--- config.mk ---
export PLATFORM = sky130hd
export DESIGN_NAME = refpulse_trim_cal
export DESIGN_NICKNAME = d
export VERILOG_FILES = /design/src/rtl/refpulse_trim_cal.sv
export SDC_FILE = /design/constraint.sdc
export NUM_CORES = 1
export LEC_CHECK = 0
export BUFFER_PORTS_ARGS = -buffer_cell sky130_fd_sc_hd__buf_4
export CAP_MARGIN = 20
export CORE_ASPECT_RATIO = 1.1
export CORE_MARGIN = 2
export CORE_UTILIZATION = 49
export DETAILED_ROUTE_END_ITERATION = 12
export GPL_ROUTABILITY_DRIVEN = 0
export PLACE_DENSITY = 0.73
export RECOVER_POWER = 25
export SLEW_MARGIN = 5
export SYNTH_ARGS = -nofsm -noshare
export SYNTH_HDL_FRONTEND = slang
export SYNTH_SLANG_ARGS = --single-unit
--- constraint.sdc ---
create_clock -name clk -period 2.1 [get_ports clk]
set_clock_uncertainty 0.2 [all_clocks]
set_input_delay 0.21 -clock clk [delete_from_list [all_inputs] [get_ports clk]]
set_output_delay 0.21 -clock clk [all_outputs]
set_load 0.02 [all_outputs]
--- src/rtl/refpulse_trim_cal.sv ---
module refpulse_trim_cal #(
  parameter int TW      = 8,
  parameter int NOM     = 128,
  parameter int CNT_MIN = 64,
  parameter int BIAS    = 13
) (
  input  logic          clk,
  input  logic          rst_n,
  input  logic          cs_sync_n,
  input  logic          cal_arm,
  input  logic          sel_max,
  input  logic          sel_slow,
  output logic [TW-1:0] trim_code,
  output logic          cal_busy,
  output logic          cal_fault,
  output logic          osc_slow,
  output logic          frame_cs_n
);
  localparam int CW = TW + 1;
  localparam logic [CW-1:0] LIM   = CW'((1 << TW) - 1);
  localparam logic [CW-1:0] MIN_C = CW'(CNT_MIN);
  localparam logic [CW:0]   NOM_W = (CW+1)'(NOM);
  localparam logic [CW:0]   HI_W  = (CW+1)'(NOM + (1 << (TW-1)) - 1);
  localparam logic [CW:0]   BIAS_W = (CW+1)'(BIAS);

  typedef enum logic [1:0] {IDLE, WAITL, MEAS} st_t;
  st_t st;
  logic [CW-1:0] cnt;
  logic          max_q;
  logic [CW:0]   biased;
  logic          bad;

  assign biased     = {1'b0, cnt} + (max_q ? BIAS_W : '0);
  assign bad        = (cnt < MIN_C) || (biased > HI_W);
  assign cal_busy   = (st != IDLE);
  assign frame_cs_n = cs_sync_n | cal_busy;

  always_ff @(posedge clk or negedge rst_n) begin
    if (!rst_n) begin
      st        <= IDLE;
      cnt       <= '0;
      max_q     <= 1'b0;
      osc_slow  <= 1'b0;
      cal_fault <= 1'b0;
      trim_code <= '0;
    end else begin
      case (st)
        IDLE: if (cal_arm) begin
          st        <= WAITL;
          osc_slow  <= sel_slow;
          max_q     <= sel_max;
          cal_fault <= 1'b0;
        end
        WAITL: if (!cs_sync_n) begin
          st  <= MEAS;
          cnt <= CW'(1);
        end
        MEAS: if (cs_sync_n) begin
          st <= IDLE;
          if (bad) cal_fault <= 1'b1;
          else     trim_code <= TW'(biased - NOM_W);
        end else if (cnt == LIM) begin
          st        <= IDLE;
          cal_fault <= 1'b1;
        end else begin
          cnt <= cnt + 1'b1;
        end
        default: st <= IDLE;
      endcase
    end
  end


  arm_starts_chk: assert property (@(posedge clk) disable iff (!rst_n)
    (!cal_busy && cal_arm) |=> cal_busy);


  slow_hold_chk: assert property (@(posedge clk) disable iff (!rst_n)
    (cal_busy && $past(cal_busy)) |-> $stable(osc_slow));


  trim_at_end_chk: assert property (@(posedge clk) disable iff (!rst_n)
    !$stable(trim_code) |-> $fell(cal_busy));


  fault_keeps_trim_chk: assert property (@(posedge clk) disable iff (!rst_n)
    $rose(cal_fault) |-> $stable(trim_code));


  cnt_bound_chk: assert property (@(posedge clk) disable iff (!rst_n)
    cnt <= LIM);


  fault_clear_chk: assert property (@(posedge clk) disable iff (!rst_n)
    (!cal_busy && cal_arm) |=> !cal_fault);
endmodule

==> impl_metrics.json, run 1 <==
{
  "dieArea_mm2": 0.00281,
  "hold_violations": 0,
  "fillerInstances": 102,
  "synth_area_leaders": "dfrtp_1 (47%), mux2_2 (11%), ha_1 (6.4%)",
  "power_density_mw_per_mm2": 848,
  "multi_input_area_um2": 798,
  "start_util_pct": 52.2,
  "clk_path_buf_depth": 2,
  "clock-sinks": 22,
  "yosysTopAreaCell": "dfrtp_1",
  "seq_area_um2": 552,
  "required_ps": 2130,
  "die_w_um": 50.7,
  "path_class": "register to register",
  "h-tree-depth": 1,
  "drtIter0Drc": 17,
  "min_period_ps": 2400,
  "cap_violations": 0,
  "regToRegEndpoint": "cnt[3]",
  "critPathLaunchType": "register",
  "worst_skew_pair.late_latency_ps": 320,
  "end_kind": "register",
  "ff2ff_path_depth": 9,
  "clkTransAtPathRegs_ps": 140,
  "tns_ps": -3870,
  "hold_depth": 3,
  "rr_startpoint": "cnt[0]",
  "yosysUniqueCellTypes": 33,
  "worst_pin_slew_ps": 1210,
  "place_ws_ps": -212,
  "ys.flop_type": "dfrtp_1",
  "ant_nets": 0,
  "ir_drop_mv": 0.696,
  "status": "complete, but fails checks",
  "rrSetupSlack_ps": -300,
  "synth_area_per_cell_um2": 11.1,
  "synth_nets": 118,
  "final_cells": 199,
  "wl_per_cell_um": 19.9,
  "synth_async_sr_flop_share_pct": 100,
  "worstPathArrival_ps": 2430,
  "maxSlewViolCount": 0,
  "finalPower_mw": 1.63,
  "firstDrtPassIters": 4,
  "placed_cell_area_mm2": 0.00159,
  "cp_max_fo": 3,
  "vias": 1131,
  "max-slew-margin-rel_pct": 19.2,
  "portBuffers": 17,
  "ios": 18,
  "ys_seq_elements": 22,
  "drive_above_1_share_pct": 55.0,
  "dpl.cell_count": 174,
  "hp-class": "input pin to register",
  "routed_via_density": 5.68,
  "post_synth_most_frequent_cells": "dfrtp_1 (22), mux2_2 (11), nor2_1 (11)",
  "yosysWarnings": 0,
  "period_share_pct": 114,
  "finalSetupViolations": 19,
  "p_leak_nw": 0.935,
  "n_antenna_cell": 0,
  "synthDominantCellAreaShare_pct": 46.8,
  "clock_tree.root_cell": "clkbuf_4",
  "cts_tree": "yes",
  "drc": 0,
  "syn-cell-area_mm2": 0.00118,
  "violations": "negative setup slack",
  "areaGrowthSynthToFinish_pct": 63.3,
  "max_freq_mhz": 417,
  "antenna_found_initial": 0,
  "finalInstanceArea_mm2": 0.00192,
  "core_mm2": 0.00225,
  "hold_end": "st[0]",
  "hpwlAfterDp_mm": 2.04,
  "worstHoldStart": "cs_sync_n",
  "final_nets": 182,
  "wirelength_mm": 3.97,
  "rows": 18,
  "grt_pass1_vias": 1182,
  "layout_setup_ws_ps": -298,
  "synth.most_common_cell": "dfrtp_1",
  "yosysSeqAreaShare_pct": 46.8,
  "grt_usage_pct": 24.8,
  "grt_max_degree": 23,
  "synth_edf_count": 0,
  "grt_pass1_wl_mm": 5.35,
  "fp.dieH_um": 55.4,
  "rsz0062_at_grt": "yes",
  "grt_overflow": 0,
  "syn_inst": 106,
  "cts_buffers": 3
}
where the power goes:
part / switching [mW] / internal (mW)
Combinational: 0.370 / 0.450
Sequential: 0.0757 / 0.483
Clock: 0.145 / 0.106
critical path, cell delays in order (launching register included):
cell and delay, ps:
dfrtp_1 420, ha_2 200, nand2_2 70, nor3_2 50, ha_2 180, buf_4 140
nor4b_4 310, nand2_1 160, or2_2 320, a21oi_1 240
per-layer routing:
| metal | vias to the layer above | track usage [%] | part of all wire [%] |
|---|---|---|---|
| met5 | - | 0 | 0 |
| met4 | 0 | 10.4 | 3.6 |
| met3 | 19 | 4.05 | 4.0 |
| met2 | 50 | 43.6 | 54 |
| met1 | 559 | 29.3 | 38 |
| li1 | 503 | - | - |
registers in the layout, summed over array words and instances (netlist names):
signal / count
cnt: 9
trim_code: 8
cal_fault: 1
st: 2
max_q: 1
osc_slow: 1
how the worst max path moves through the flow:
stage,start,end,slack [ps],cells past startpoint
after floorplan,max_q,trim_code[0],-120,6
after global placement,max_q,trim_code[0],-180,7
after detailed placement,cnt[2],trim_code[1],-210,6
after CTS,cnt[1],cnt[7],-190,9
after global routing,cnt[0],cnt[3],-360,9
final,cnt[0],cnt[3],-300,9
cells in the final DEF (no fill, tap or decap), types with 2 or more instances in the layout:
master / instances
a21oi_1: 4
a22o_1: 2
buf_4: 49
buf_6: 6
clkbuf_4: 3
dfrtp_1: 21
dlygate4sd3_1: 4
ha_2: 2
ha_4: 4
inv_1: 3
mux2_2: 2
mux2_4: 9
nand2_1: 7
nand2_2: 2
nor2_1: 10
nor2b_1: 2
o2111ai_4: 2
or3_1: 2
xnor2_1: 3
xor2_1: 7
layout make-up:
class / instances / area share (%)
multi-input cells: 79 / 41.6
flip-flops and latches: 22 / 28.7
repair buffers: 60 / 25.0
well taps: 30 / 1.95
clock buffers: 4 / 1.89
inverters: 4 / 0.912
cell families after synthesis:
kind of cell / after synthesis / synth area share [%]
AOI/OAI and AO/OA: 14 / 10.1
xor gates and xnor gates: 10 / 7.45
adders and majority gates: 6 / 6.38
buffers and inverters: 6 / 1.91
DFF: 22 / 46.8
muxes: 12 / 11.4
and+or+nand+nor: 36 / 16.0
metrics by stage:
step                hold slack (ps)  utilization [%]
global route                   80.7             85.3
CTS                            77.7             79.2
detailed placement            -78.5             70.4
floorplan                      -286                -
finish                         74.2             85.3
global placement              -87.6             70.4
timing repair:
action                                 4_1_cts  5_1_grt
setup endpoints to repair                   18       19
setup buffers                                8        8
cloned                                       1        0
gates resized for setup                      8       16
pin swaps                                    8       15
endpoints found under the hold margin       25        0
hold buffers                                 4        0
(Power assumes the default switching activity.)
==> run 2: changes to the inputs <==
--- a/config.mk
+++ b/config.mk
@@ -8,7 +8,7 @@
 export BUFFER_PORTS_ARGS = -buffer_cell sky130_fd_sc_hd__buf_4
 export CAP_MARGIN = 20
 export CORE_ASPECT_RATIO = 1.1
-export CORE_MARGIN = 2
+export CORE_MARGIN = 4
 export CORE_UTILIZATION = 49
 export DETAILED_ROUTE_END_ITERATION = 12
 export GPL_ROUTABILITY_DRIVEN = 0
==> run 2 against run 1 <==
The flow still finishes with violations (negative setup slack). Final area decreased by 5.0%. Via count decreased by 8.2%. Setup slack improved by 98 ps. Combinational power decreased by 16%.
==> impl_metrics.json, run 2 (synthesis results as in run 1) <==
{
  "wirelength_mm": 3.37,
  "whs_ps": 97.9,
  "critPathLaunchType": "register",
  "clock-sinks": 22,
  "top_register": "cnt",
  "final_cell_mix": "buf_4 (43), dfrtp_1 (20), nor2_1 (10), mux2_4 (9), xor2_1 (7)",
  "hold_depth": 3,
  "firstDrtPassIters": 4,
  "period_share_pct": 110,
  "drc": 0,
  "cap_violations": 0,
  "p_leak_nw": 0.869,
  "status": "complete, but fails checks",
  "rr_startpoint": "max_q",
  "drtIter0Drc": 23,
  "ff2ff_path_depth": 7,
  "largest_reg_flops": 9,
  "hold_end": "st[0]",
  "violations": "negative setup slack",
  "grt_max_degree": 23,
  "wl_per_cell_um": 17.6,
  "fin_util_pct": 80.2,
  "max-slew-margin-rel_pct": 22.0,
  "finalSetupViolations": 16,
  "regToRegEndpoint": "trim_code[3]",
  "rows": 18,
  "grt_pass1_wl_mm": 5.04,
  "antenna_found_initial": 1,
  "areaGrowthSynthToFinish_pct": 55.1,
  "end_kind": "register",
  "ir_drop_mv": 0.871,
  "grt_pass1_vias": 1117,
  "vias": 1038,
  "power_density_mw_per_mm2": 810,
  "hpwlAfterDp_mm": 2.05,
  "rrSetupSlack_ps": -200,
  "worstHoldStart": "cs_sync_n",
  "clkTransAtPathRegs_ps": 120,
  "place_ws_ps": -191,
  "drive_above_1_share_pct": 54.4,
  "hp-class": "input pin to register",
  "start_util_pct": 51.7,
  "hold_violations": 0,
  "clock_tree.root_cell": "clkbuf_4",
  "clk_path_buf_depth": 2,
  "worst_skew_pair.late_latency_ps": 310,
  "h-tree-depth": 1,
  "max_freq_mhz": 435,
  "portBuffers": 17,
  "rsz0062_at_grt": "yes",
  "final_nets": 173,
  "cp_max_fo": 5,
  "core_mm2": 0.00227,
  "die_w_um": 54.7,
  "path_class": "register to register",
  "routed_via_density": 5.43,
  "tns_ps": -1890,
  "fp.dieH_um": 59.4,
  "grt_overflow": 0,
  "worst_pin_slew_ps": 1170,
  "maxSlewViolCount": 0,
  "min_period_ps": 2300,
  "largest_registers": "cnt: 9 flops, trim_code: 8 flops, st: 2 flops",
  "cts_buffers": 3,
  "dieArea_mm2": 0.00325,
  "ant_nets": 0,
  "worstPathArrival_ps": 2300,
  "layout_setup_ws_ps": -200,
  "fillerInstances": 125,
  "required_ps": 2100,
  "cts_tree": "yes",
  "grt_usage_pct": 21.7,
  "ios": 18,
  "final_common_cell": "buf_4"
}
## run 2: metal layers
metal  wire length (µm)  track usage (%)  vias to the layer above  part of all wire (%)
met5                  0                0                        -                     0
met4                114             11.4                        0                   3.4
met3                145             3.27                       10                   4.3
met2               1820             36.5                       33                    54
met1               1290             26.0                      510                    38
li1                   -                -                      485                     -
## run 2: how the worst max path moves through the flow
stage,start,cells after the start,end
2_1_floorplan,max_q,6,trim_code[0]
3_3_place_gp,cnt[2],6,trim_code[5]
3_5_place_dp,cnt[2],6,trim_code[3]
4_1_cts,max_q,7,trim_code[2]
5_1_grt,cnt[0],9,cnt[7]
6_report,max_q,7,trim_code[3]
## run 2: where the power goes
part | internal, mW | total (mW) | leakage (nW) | switching (mW)
combinational | 0.364 | 0.691 | 0.557 | 0.328
sequential | 0.483 | 0.548 | 0.291 | 0.0651
clock | 0.106 | 0.238 | 0.0210 | 0.132
## run 2: timing repair
| action | CTS | global route |
|---|---|---|
| resized for setup | 7 | 13 |
| pin swaps | 5 | 3 |
| cloned | 1 | 0 |
| hold buffers | 4 | 0 |
| endpoints found under the hold margin | 25 | 0 |
| endpoints found under the setup margin | 16 | 18 |
| setup buffers | 6 | 5 |
## run 2: through the flow
stage               area [µm²]  total power, mW  std cells
floorplan                 1250            0.847        106
global placement          1560             1.05        170
detailed placement        1560             1.08        170
CTS                       1730             1.39        185
global route              1820             1.56        191
finish                    1820             1.48        191
## run 2: critical path: stages (launching register included)
cell and delay (ps):
dfrtp_2 470, ha_2 220, ha_4 170, a211oi_4 240, nor4_2 80, mux2_4 340
o2111ai_4 130, mux2_4 340
## run 2: final cells by class
| class | count | area (µm²) | area share (%) |
|---|---|---|---|
| diodes | 1 | 2.50 | 0.137 |
| well taps | 30 | 37.5 | 2.06 |
| clock buffers | 4 | 36.3 | 1.99 |
| repair buffers | 51 | 400 | 21.9 |
| multi-input cells | 79 | 779 | 42.7 |
| inverters | 4 | 15.0 | 0.823 |
| flip-flops and latches | 22 | 553 | 30.3 |
